[src/rtl/win_seq_pkg.sv]
`timescale 1ns/1ps
package win_seq_pkg;

   typedef enum logic {
      ST_IDLE = 1'b0,
      ST_WALK = 1'b1
   } walk_state_e;

   // Width needed to hold values 0..n-1, never below one bit.
   function automatic int bits_for(input int n);
      return (n > 1) ? $clog2(n) : 1;
   endfunction

endpackage

[src/rtl/win_tile_store.sv]
`timescale 1ns/1ps
module win_tile_store #(
   parameter int BITS = 200
) (
   input  logic            clk_i,
   input  logic            rst_ni,
   input  logic            capture_i,
   input  logic [BITS-1:0] tile_i,
   output logic [BITS-1:0] tile_o
);

   logic [BITS-1:0] tile_q;

   always_ff @(posedge clk_i or negedge rst_ni) begin
      if (!rst_ni) begin
         tile_q <= '0;
      end else if (capture_i) begin
         tile_q <= tile_i;
      end
   end

   assign tile_o = tile_q;

endmodule

[src/rtl/win_origin_walker.sv]
`timescale 1ns/1ps
module win_origin_walker
   import win_seq_pkg::*;
#(
   parameter int STEPS = 3,
   parameter int CW    = 2,
   parameter int IDX_W = 4
) (
   input  logic             clk_i,
   input  logic             rst_ni,
   input  logic             start_i,
   output logic             accept_o,
   output logic             busy_o,
   output logic [CW-1:0]    row_o,
   output logic [CW-1:0]    col_o,
   output logic [IDX_W-1:0] idx_o,
   output logic             last_o
);

   localparam logic [CW-1:0] EDGE = CW'(STEPS - 1);

   walk_state_e      state_q;
   logic [CW-1:0]    row_q, col_q;
   logic [IDX_W-1:0] idx_q;
   logic             at_row_end;

   assign busy_o     = (state_q == ST_WALK);
   assign accept_o   = start_i && !busy_o;
   assign at_row_end = (col_q == EDGE);
   assign last_o     = busy_o && at_row_end && (row_q == EDGE);

   always_ff @(posedge clk_i or negedge rst_ni) begin
      if (!rst_ni) begin
         state_q <= ST_IDLE;
         row_q   <= '0;
         col_q   <= '0;
         idx_q   <= '0;
      end else begin
         unique case (state_q)
            ST_IDLE: begin
               if (start_i) begin
                  state_q <= ST_WALK;
                  row_q   <= '0;
                  col_q   <= '0;
                  idx_q   <= '0;
               end
            end
            ST_WALK: begin
               if (last_o) begin
                  state_q <= ST_IDLE;
                  row_q   <= '0;
                  col_q   <= '0;
                  idx_q   <= '0;
               end else begin
                  idx_q <= idx_q + IDX_W'(1);
                  if (at_row_end) begin
                     col_q <= '0;
                     row_q <= row_q + CW'(1);
                  end else begin
                     col_q <= col_q + CW'(1);
                  end
               end
            end
            default: state_q <= ST_IDLE;
         endcase
      end
   end

   assign row_o = row_q;
   assign col_o = col_q;
   assign idx_o = idx_q;

endmodule

[src/rtl/win_window_mux.sv]
`timescale 1ns/1ps
module win_window_mux
   import win_seq_pkg::*;
#(
   parameter int PIX_W = 8,
   parameter int TILE  = 5,
   parameter int WIN   = 3,
   parameter int CW    = 2
) (
   input  logic [TILE*TILE*PIX_W-1:0] tile_i,
   input  logic [CW-1:0]              row_i,
   input  logic [CW-1:0]              col_i,
   output logic [WIN*WIN*PIX_W-1:0]   win_o
);

   localparam int ROW_BITS = TILE * PIX_W;
   localparam int RIX_W    = bits_for(TILE);

   logic [ROW_BITS-1:0] band [WIN];

   // Row stage picks WIN tile rows, column stage picks WIN pixels from each.
   for (genvar gi = 0; gi < WIN; gi++) begin : g_band
      logic [RIX_W-1:0] rsel;
      assign rsel     = RIX_W'(row_i) + RIX_W'(gi);
      assign band[gi] = tile_i[int'(rsel)*ROW_BITS +: ROW_BITS];
      for (genvar gj = 0; gj < WIN; gj++) begin : g_pix
         logic [RIX_W-1:0] csel;
         assign csel = RIX_W'(col_i) + RIX_W'(gj);
         assign win_o[(gi*WIN+gj)*PIX_W +: PIX_W] =
            band[gi][int'(csel)*PIX_W +: PIX_W];
      end
   end

endmodule

[src/rtl/win_seq.sv]
`timescale 1ns/1ps
module win_seq
   import win_seq_pkg::*;
#(
   parameter  int PIX_W     = 8,
   parameter  int TILE      = 5,
   parameter  int WIN       = 3,
   localparam int STEPS     = TILE - WIN + 1,
   localparam int NUM_WIN   = STEPS * STEPS,
   localparam int TILE_BITS = TILE * TILE * PIX_W,
   localparam int WIN_BITS  = WIN * WIN * PIX_W,
   localparam int IDX_W     = bits_for(NUM_WIN),
   localparam int CW        = bits_for(STEPS)
) (
   input  logic                 clk_i,
   input  logic                 rst_ni,
   input  logic                 load_i,
   input  logic [TILE_BITS-1:0] tile_i,
   output logic                 win_valid_o,
   output logic [WIN_BITS-1:0]  win_o,
   output logic [IDX_W-1:0]     win_idx_o,
   output logic                 win_last_o
);

   if (PIX_W < 1) begin : g_bad_pix
      $error("win_seq: PIX_W must be at least 1");
   end
   if (WIN < 1 || WIN > TILE) begin : g_bad_win
      $error("win_seq: WIN must lie in 1..TILE");
   end

   logic                 accept;
   logic                 busy;
   logic [CW-1:0]        row, col;
   logic [TILE_BITS-1:0] tile_q;

   win_origin_walker #(
      .STEPS(STEPS),
      .CW   (CW),
      .IDX_W(IDX_W)
   ) u_walk (
      .clk_i   (clk_i),
      .rst_ni  (rst_ni),
      .start_i (load_i),
      .accept_o(accept),
      .busy_o  (busy),
      .row_o   (row),
      .col_o   (col),
      .idx_o   (win_idx_o),
      .last_o  (win_last_o)
   );

   win_tile_store #(
      .BITS(TILE_BITS)
   ) u_store (
      .clk_i    (clk_i),
      .rst_ni   (rst_ni),
      .capture_i(accept),
      .tile_i   (tile_i),
      .tile_o   (tile_q)
   );

   win_window_mux #(
      .PIX_W(PIX_W),
      .TILE (TILE),
      .WIN  (WIN),
      .CW   (CW)
   ) u_mux (
      .tile_i(tile_q),
      .row_i (row),
      .col_i (col),
      .win_o (win_o)
   );

   assign win_valid_o = busy;

endmodule

[config.mk]
export PLATFORM = sky130hd
export DESIGN_NAME = win_seq
export DESIGN_NICKNAME = d
export VERILOG_FILES = /design/src/rtl/win_seq_pkg.sv /design/src/rtl/win_tile_store.sv /design/src/rtl/win_origin_walker.sv /design/src/rtl/win_window_mux.sv /design/src/rtl/win_seq.sv
export SDC_FILE = /design/constraint.sdc
export NUM_CORES = 1
export LEC_CHECK = 0
export ABC_AREA = 1
export BUFFER_PORTS_ARGS = -buffer_cell sky130_fd_sc_hd__buf_4
export CAP_MARGIN = 40
export CORE_UTILIZATION = 45
export DETAILED_ROUTE_END_ITERATION = 8
export PLACE_DENSITY = 0.74
export SYNTH_ARGS = -nofsm -noshare
export SYNTH_HDL_FRONTEND = slang
export SYNTH_SLANG_ARGS = --single-unit
[constraint.sdc]
create_clock -name clk_i -period 3.85 [get_ports clk_i]
set_input_delay 0.77 -clock clk_i [delete_from_list [all_inputs] [get_ports clk_i]]
set_output_delay 0.77 -clock clk_i [all_outputs]
set_load 0.01 [all_outputs]
==> results of run 1 <==
## final cells by class
class	count	area [um2]
clock buffer	34	699
clock inverter	8	71.3
fill	2707	13100
inverter	77	293
multi-input combinational	1304	7290
sequential	209	5240
tap	390	488
timing repair buffer	305	2420
## state kept, by name, indices dropped and copies added (netlist names)
name and cells:
u_walk.idx_o 4, u_walk.row_o 2, u_store.tile_o 200, u_walk.col_o 2, u_walk.busy_o 1
## cells by family (layout without fill, tap and decap cells)
| kind of cell | Yosys count | in the layout | synth area share (%) |
|---|---|---|---|
| adder cells (fa/ha/maj) | 1 | 1 | 0.0925 |
| buffers and inverters | 193 | 424 | 7.58 |
| AND/OR/NAND/NOR | 1094 | 1094 | 34.0 |
| multiplexers | 172 | 172 | 18.2 |
| flip-flops | 209 | 209 | 38.7 |
| AO/OA/AOI/OAI | 34 | 34 | 1.26 |
| XOR/XNOR | 3 | 3 | 0.194 |
## Yosys cell counts
| cell type | count |
|---|---|
| nand2_1 | 694 |
| nand3_1 | 348 |
| dfrtp_1 | 209 |
| mux2_4 | 140 |
| inv_1 | 71 |
| buf_2 | 61 |
| mux2_2 | 32 |
| nor2_1 | 31 |
| a21oi_1 | 28 |
| buf_6 | 20 |
| buf_4 | 19 |
| nand4_1 | 17 |
| buf_1 | 12 |
| o21ai_0 | 6 |
| inv_2 | 5 |
| clkbuf_1 | 4 |
| nor2_2 | 3 |
| xor2_1 | 2 |
| ha_1 | 1 |
| inv_4 | 1 |
| nand2_2 | 1 |
| xnor2_1 | 1 |
## layer usage
| layer | global-route usage [%] | vias up |
|---|---|---|
| met3 | 5.02 | 94 |
| met1 | 46.9 | 6104 |
| met5 | 0 | - |
| met2 | 47.7 | 685 |
| li1 | - | 6007 |
| met4 | 11.4 | 0 |
## how the worst max path moves through the flow
stage,slack (ns),to,depth (start not counted)
5_1_grt,0.31,win_o[6],9
3_3_place_gp,0.97,win_o[18],9
4_1_cts,0.42,win_o[18],9
6_report,0.36,win_o[18],9
3_5_place_dp,0.99,win_o[18],9
2_1_floorplan,1.87,win_o[19],8
## through the flow
step / setup slack, ns / instance area (um2) / hold slack (ns)
finish: 0.356 / 16500 / 0.333
CTS: 0.421 / 16500 / 0.343
global route: 0.308 / 16500 / 0.394
global placement: 0.967 / 15700 / 0.498
detailed placement: 0.987 / 15700 / 0.494
floorplan: 1.87 / 13500 / 0.474
## power breakdown
group	switching [mW]	leakage, nW	total [mW]	internal (mW)
sequential	1.18	2.51	4.45	3.27
combinational	6.12	6.10	10.3	4.16
clock	0.923	0.381	2.25	1.32
total	8.22	8.99	17.0	8.75
==> flow_summary.ini, run 1 <==
[critical_path]
ff2ff_setup_slack_ns = 1.67
crit_path_end_kind = output pin
r2r_start = u_walk.busy_o$_DFF_PN0_
required_ns = 3.08
cp_slowest_stage_delay_ns = 0.50
cp_top_family = simple AND/OR/NAND/NOR gates
crit_start = u_walk.row_o[0]$_DFFE_PN0P_
cp_max_fo = 53
critical_path_buf_inv_count = 3
worst-r2r-cell-count = 4
cp_common_cell = nand2_1
crit_path_cell_trace = inv_4 > buf_12 > nand2_1 > nand3_1 > nand3_1 > nand2_1 > nand2_1 > nand2_1 > buf_4
cpMaxStageDelayCell = dfrtp_4
criticalPathCategory = flip-flop to output pin
arrival_ns = 2.72
r2r_end = u_store.tile_o[179]$_DFFE_PN0P_
cp-start-kind = flip-flop

[outcome]
status = finished clean

[cts]
cts_max_level = 1
clock_latency_ns = 0.54
clock-sinks = 209
cts_resized = 0
cts_setup_buffers = 0
cts-root-buf = clkbuf_16
path_clk_slew_ns = 0.06
hold_buffers = 0
cts_buffer_depth = 3
cts_made_buffers = 24
tritoncts = yes

[floorplan]
rows = 63
die_area_um2 = 30700
coreArea_um2 = 29600
dieWidth_um = 175
die_h_um = 175
num_io_pins = 281
initial_core_util_pct = 45.7

[sta]
slew_violations = 0
finalCritPeriodShare_pct = 90.8
tightest_slew_ns = 0.883
max_freq_mhz = 286
rsz0062_at_grt = no
finClkSkew_ns = 0.0102
tns_ns = 0
fin_crit_ns = 3.49
hold_viol_final = 0
setup_viol = 0
max_slew_margin_pct = 41.0

[route]
drtPass1Iterations = 8
routedLengthMet1_um = 22100
drcViolationCount = 0
ant_nets = 0
wl_per_cell_um = 21.5
vias = 12890
wirelength_um = 49900
dr_wl_met2_um = 21600
wl_met3_um = 4380
topRoutingLayerUsed = met4
drtIter0Drc = 1492
via_per_inst = 5.54

[placed_design]
dp_cells = 2285
gp_congestion = 1.01
port_buffers = 280
dp_hpwl_um = 36800

[logic_synthesis]
synth_nets = 1910
synth_area_leaders = dfrtp_1 39%, nand2_1 19%, mux2_4 16%
syn_area_per_cell_um2 = 7.93
netlist_area_um2 = 13500
yosysSeqAreaShare_pct = 38.7
ys_ff_latch = 209
ys.warnings.count = 0
yosysTopAreaCell = dfrtp_1
synth_top_area_share_pct = 38.7
synth_cell_type_count = 22
synthCells = 1706

[pwr]
power_density_nw_per_um2 = 1030
ir_drop_mv = 0.603
total_power_mw = 17.0
power.leakage_nw = 8.99

[global_route]
overflow = 0
grt_max_degree = 171
grt_use_total_pct = 32.0
grt_pass1_vias = 12203
grt_antenna_before_repair = 0
grt_pass1_wl_um = 74000

[final_layout]
area_growth_pct = 22.0
drive_gt1_share_pct = 27.2
fin_nets = 2125
layout_common_cells = 694 x nand2_1, 348 x nand3_1, 294 x buf_4
diodes = 0
mostFrequentLayoutCell = nand2_1
instances_no_fill = 2327
fin_util_pct = 55.8

[hold_path]
hold_class = input port to asynchronous set/reset pin

[flow_run]
maxCapViolCount = 0
(Power assumes the default switching activity.)
==> run 2: changes to the inputs <==
--- a/config.mk
+++ b/config.mk
@@ -8,9 +8,9 @@
 export ABC_AREA = 1
 export BUFFER_PORTS_ARGS = -buffer_cell sky130_fd_sc_hd__buf_4
 export CAP_MARGIN = 40
-export CORE_UTILIZATION = 45
+export CORE_UTILIZATION = 60
 export DETAILED_ROUTE_END_ITERATION = 8
-export PLACE_DENSITY = 0.74
+export PLACE_DENSITY = 0.92
 export SYNTH_ARGS = -nofsm -noshare
 export SYNTH_HDL_FRONTEND = slang
 export SYNTH_SLANG_ARGS = --single-unit
==> run 2 against run 1 <==
The run now ends with DRC left. Worst setup slack lost 0.059 ns. Routed wire length shrank 3.2%. Critical path depth shrank 1. Non-clock buffer count shrank 5. Critical endpoint is now win_o[21].
==> flow_summary.ini, run 2 (same netlist as run 1, synthesis figures left out) <==
[cts]
cts_max_level = 1
cts-root-buf = clkbuf_16
cts_setup_buffers = 0
hold_buffers = 0
clock-sinks = 209
path_clk_slew_ns = 0.06
cts_made_buffers = 23
tritoncts = yes
clock_latency_ns = 0.52
cts_resized = 0
cts_buffer_depth = 3

[placed_design]
gp_congestion = 1.03
dp_hpwl_um = 34900
port_buffers = 280

[final_layout]
n_fill_cell = 1614
largest_reg_flops = 200
mostFrequentLayoutCell = nand2_1
drive_gt1_share_pct = 26.8
area_growth_pct = 20.7
fin_nets = 2119
diodes = 0
layout_common_cells = 694 x nand2_1, 348 x nand3_1, 287 x buf_4

[hold_path]
hold_class = input port to asynchronous set/reset pin

[sta]
max_freq_mhz = 281
tns_ns = 0
hold_viol_final = 0
fin_crit_ns = 3.55
finClkSkew_ns = 0.0126
finalCritPeriodShare_pct = 92.3
slew_violations = 0
rsz0062_at_grt = no
max_slew_margin_pct = 31.7
setup_viol = 0
tightest_slew_ns = 1.02

[pwr]
seqPwrFrac_pct = 26.0
power_density_nw_per_um2 = 1040
sw_frac_of_total_pct = 48.1
total_power_mw = 17.0
power.clock.fraction_pct = 13.3
p_sw_mw = 8.15
ir_drop_mv = 0.761
p_comb_share_pct = 60.7
p_int_mw = 8.81
power.leakage_nw = 8.97

[critical_path]
required_ns = 3.08
cp-start-kind = flip-flop
ff2ff_setup_slack_ns = 1.55
crit_path_end_kind = output pin
criticalPathCategory = flip-flop to output pin
cp_max_fo = 92
arrival_ns = 2.78

[floorplan]
initial_core_util_pct = 61.6
coreArea_um2 = 22000
dieWidth_um = 152
die_h_um = 152
num_io_pins = 281
rows = 54
die_area_um2 = 23100

[route]
via_per_inst = 6.09
drcViolationCount = 36
ant_nets = 0
drtPass1Iterations = 9
wl_per_cell_um = 21.9
vias = 13435
drtIter0Drc = 2067
wirelength_um = 48300

[global_route]
grt_pass1_vias = 12826
grt_antenna_before_repair = 1
grt_pass1_wl_um = 74000
grt_use_total_pct = 41.6
overflow = 0
grt_max_degree = 122

[outcome]
status = complete, but fails checks
violations = DRC

[flow_run]
maxCapViolCount = 0
run 2: changes by cell type in the layout (fill, tap and decap cells not counted), moves of 2 or more:
| cell | delta |
|---|---|
| nor2_4 | -2 |
| bufinv_16 | +2 |
| buf_4 | -7 |
| clkbuf_16 | -2 |
| clkinv_2 | -3 |
| nor2_2 | +2 |
run 2: power groups by stage:
| stage | Combinational, mW | Clock (mW) | Sequential (mW) |
|---|---|---|---|
| 6_report | 10.3 | 2.26 | 4.42 |
| 5_1_grt | 10.9 | 2.35 | 4.48 |
| 4_1_cts | 10.0 | 2.26 | 4.34 |
| 3_5_place_dp | 9.91 | 0 | 4.34 |
| 3_3_place_gp | 9.68 | 0 | 4.34 |
| 2_1_floorplan | 6.50 | 0 | 3.85 |
run 2: layer usage:
layer	vias to the layer above	wire length, um	global-route usage [%]
li1	5974	-	-
met1	6328	18800	55.7
met2	967	21400	65.1
met3	166	5800	9.61
met4	0	2360	17.5
met5	-	0	0
run 2: cell type report:
type | count | area (um2) | share of cell area [%]
Timing Repair Buffer | 300 | 2420 | 14.8
Clock inverter | 5 | 100 | 0.613
Sequential cell | 209 | 5240 | 32.1
Multi-Input combinational cell | 1304 | 7280 | 44.6
Inverter | 77 | 293 | 1.79
Tap cell | 280 | 350 | 2.15
Clock buffer | 32 | 649 | 3.98
run 2: path summary, 6_finish.rpt:
kind                                                   end                            from  depth (start not counted)
max                                              win_o[21]     u_walk.row_o[0]$_DFFE_PN0P_                          8
min                         u_store.tile_o[15]$_DFFE_PN0P_                          rst_ni                          1
max reg2reg                u_store.tile_o[161]$_DFFE_PN0P_         u_walk.busy_o$_DFF_PN0_                          4
min reg2reg                 u_store.tile_o[20]$_DFFE_PN0P_  u_store.tile_o[20]$_DFFE_PN0P_                          1
max in group asynchronous  u_store.tile_o[157]$_DFFE_PN0P_                          rst_ni                          2
min in group clk_i         u_store.tile_o[185]$_DFFE_PN0P_                     tile_i[185]                          2
run 2: worst max-delay path, stage by stage, from the launching register on:
cell	delay [ns]
dfrtp_4	0.44
buf_4	0.73
nand2_1	0.15
nand3_1	0.15
nand3_1	0.13
nand2_1	0.13
nand2_1	0.13
nand2_1	0.21
buf_4	0.15
run 2: stage by stage:
| stage | utilization, % | instance area, um2 | worst slack, ns | hold slack, ns | std cells |
|---|---|---|---|---|---|
| after global placement | 70.8 | 15500 | 0.682 | 0.497 | 2169 |
| after floorplan | - | 13500 | 1.87 | 0.474 | 1706 |
| after global routing | 74.3 | 16300 | 0.219 | 0.389 | 2207 |
| final | 74.3 | 16300 | 0.297 | 0.303 | 2207 |
| after detailed placement | 70.9 | 15600 | 0.947 | 0.496 | 2170 |
| after CTS | 74.3 | 16300 | 0.393 | 0.359 | 2207 |
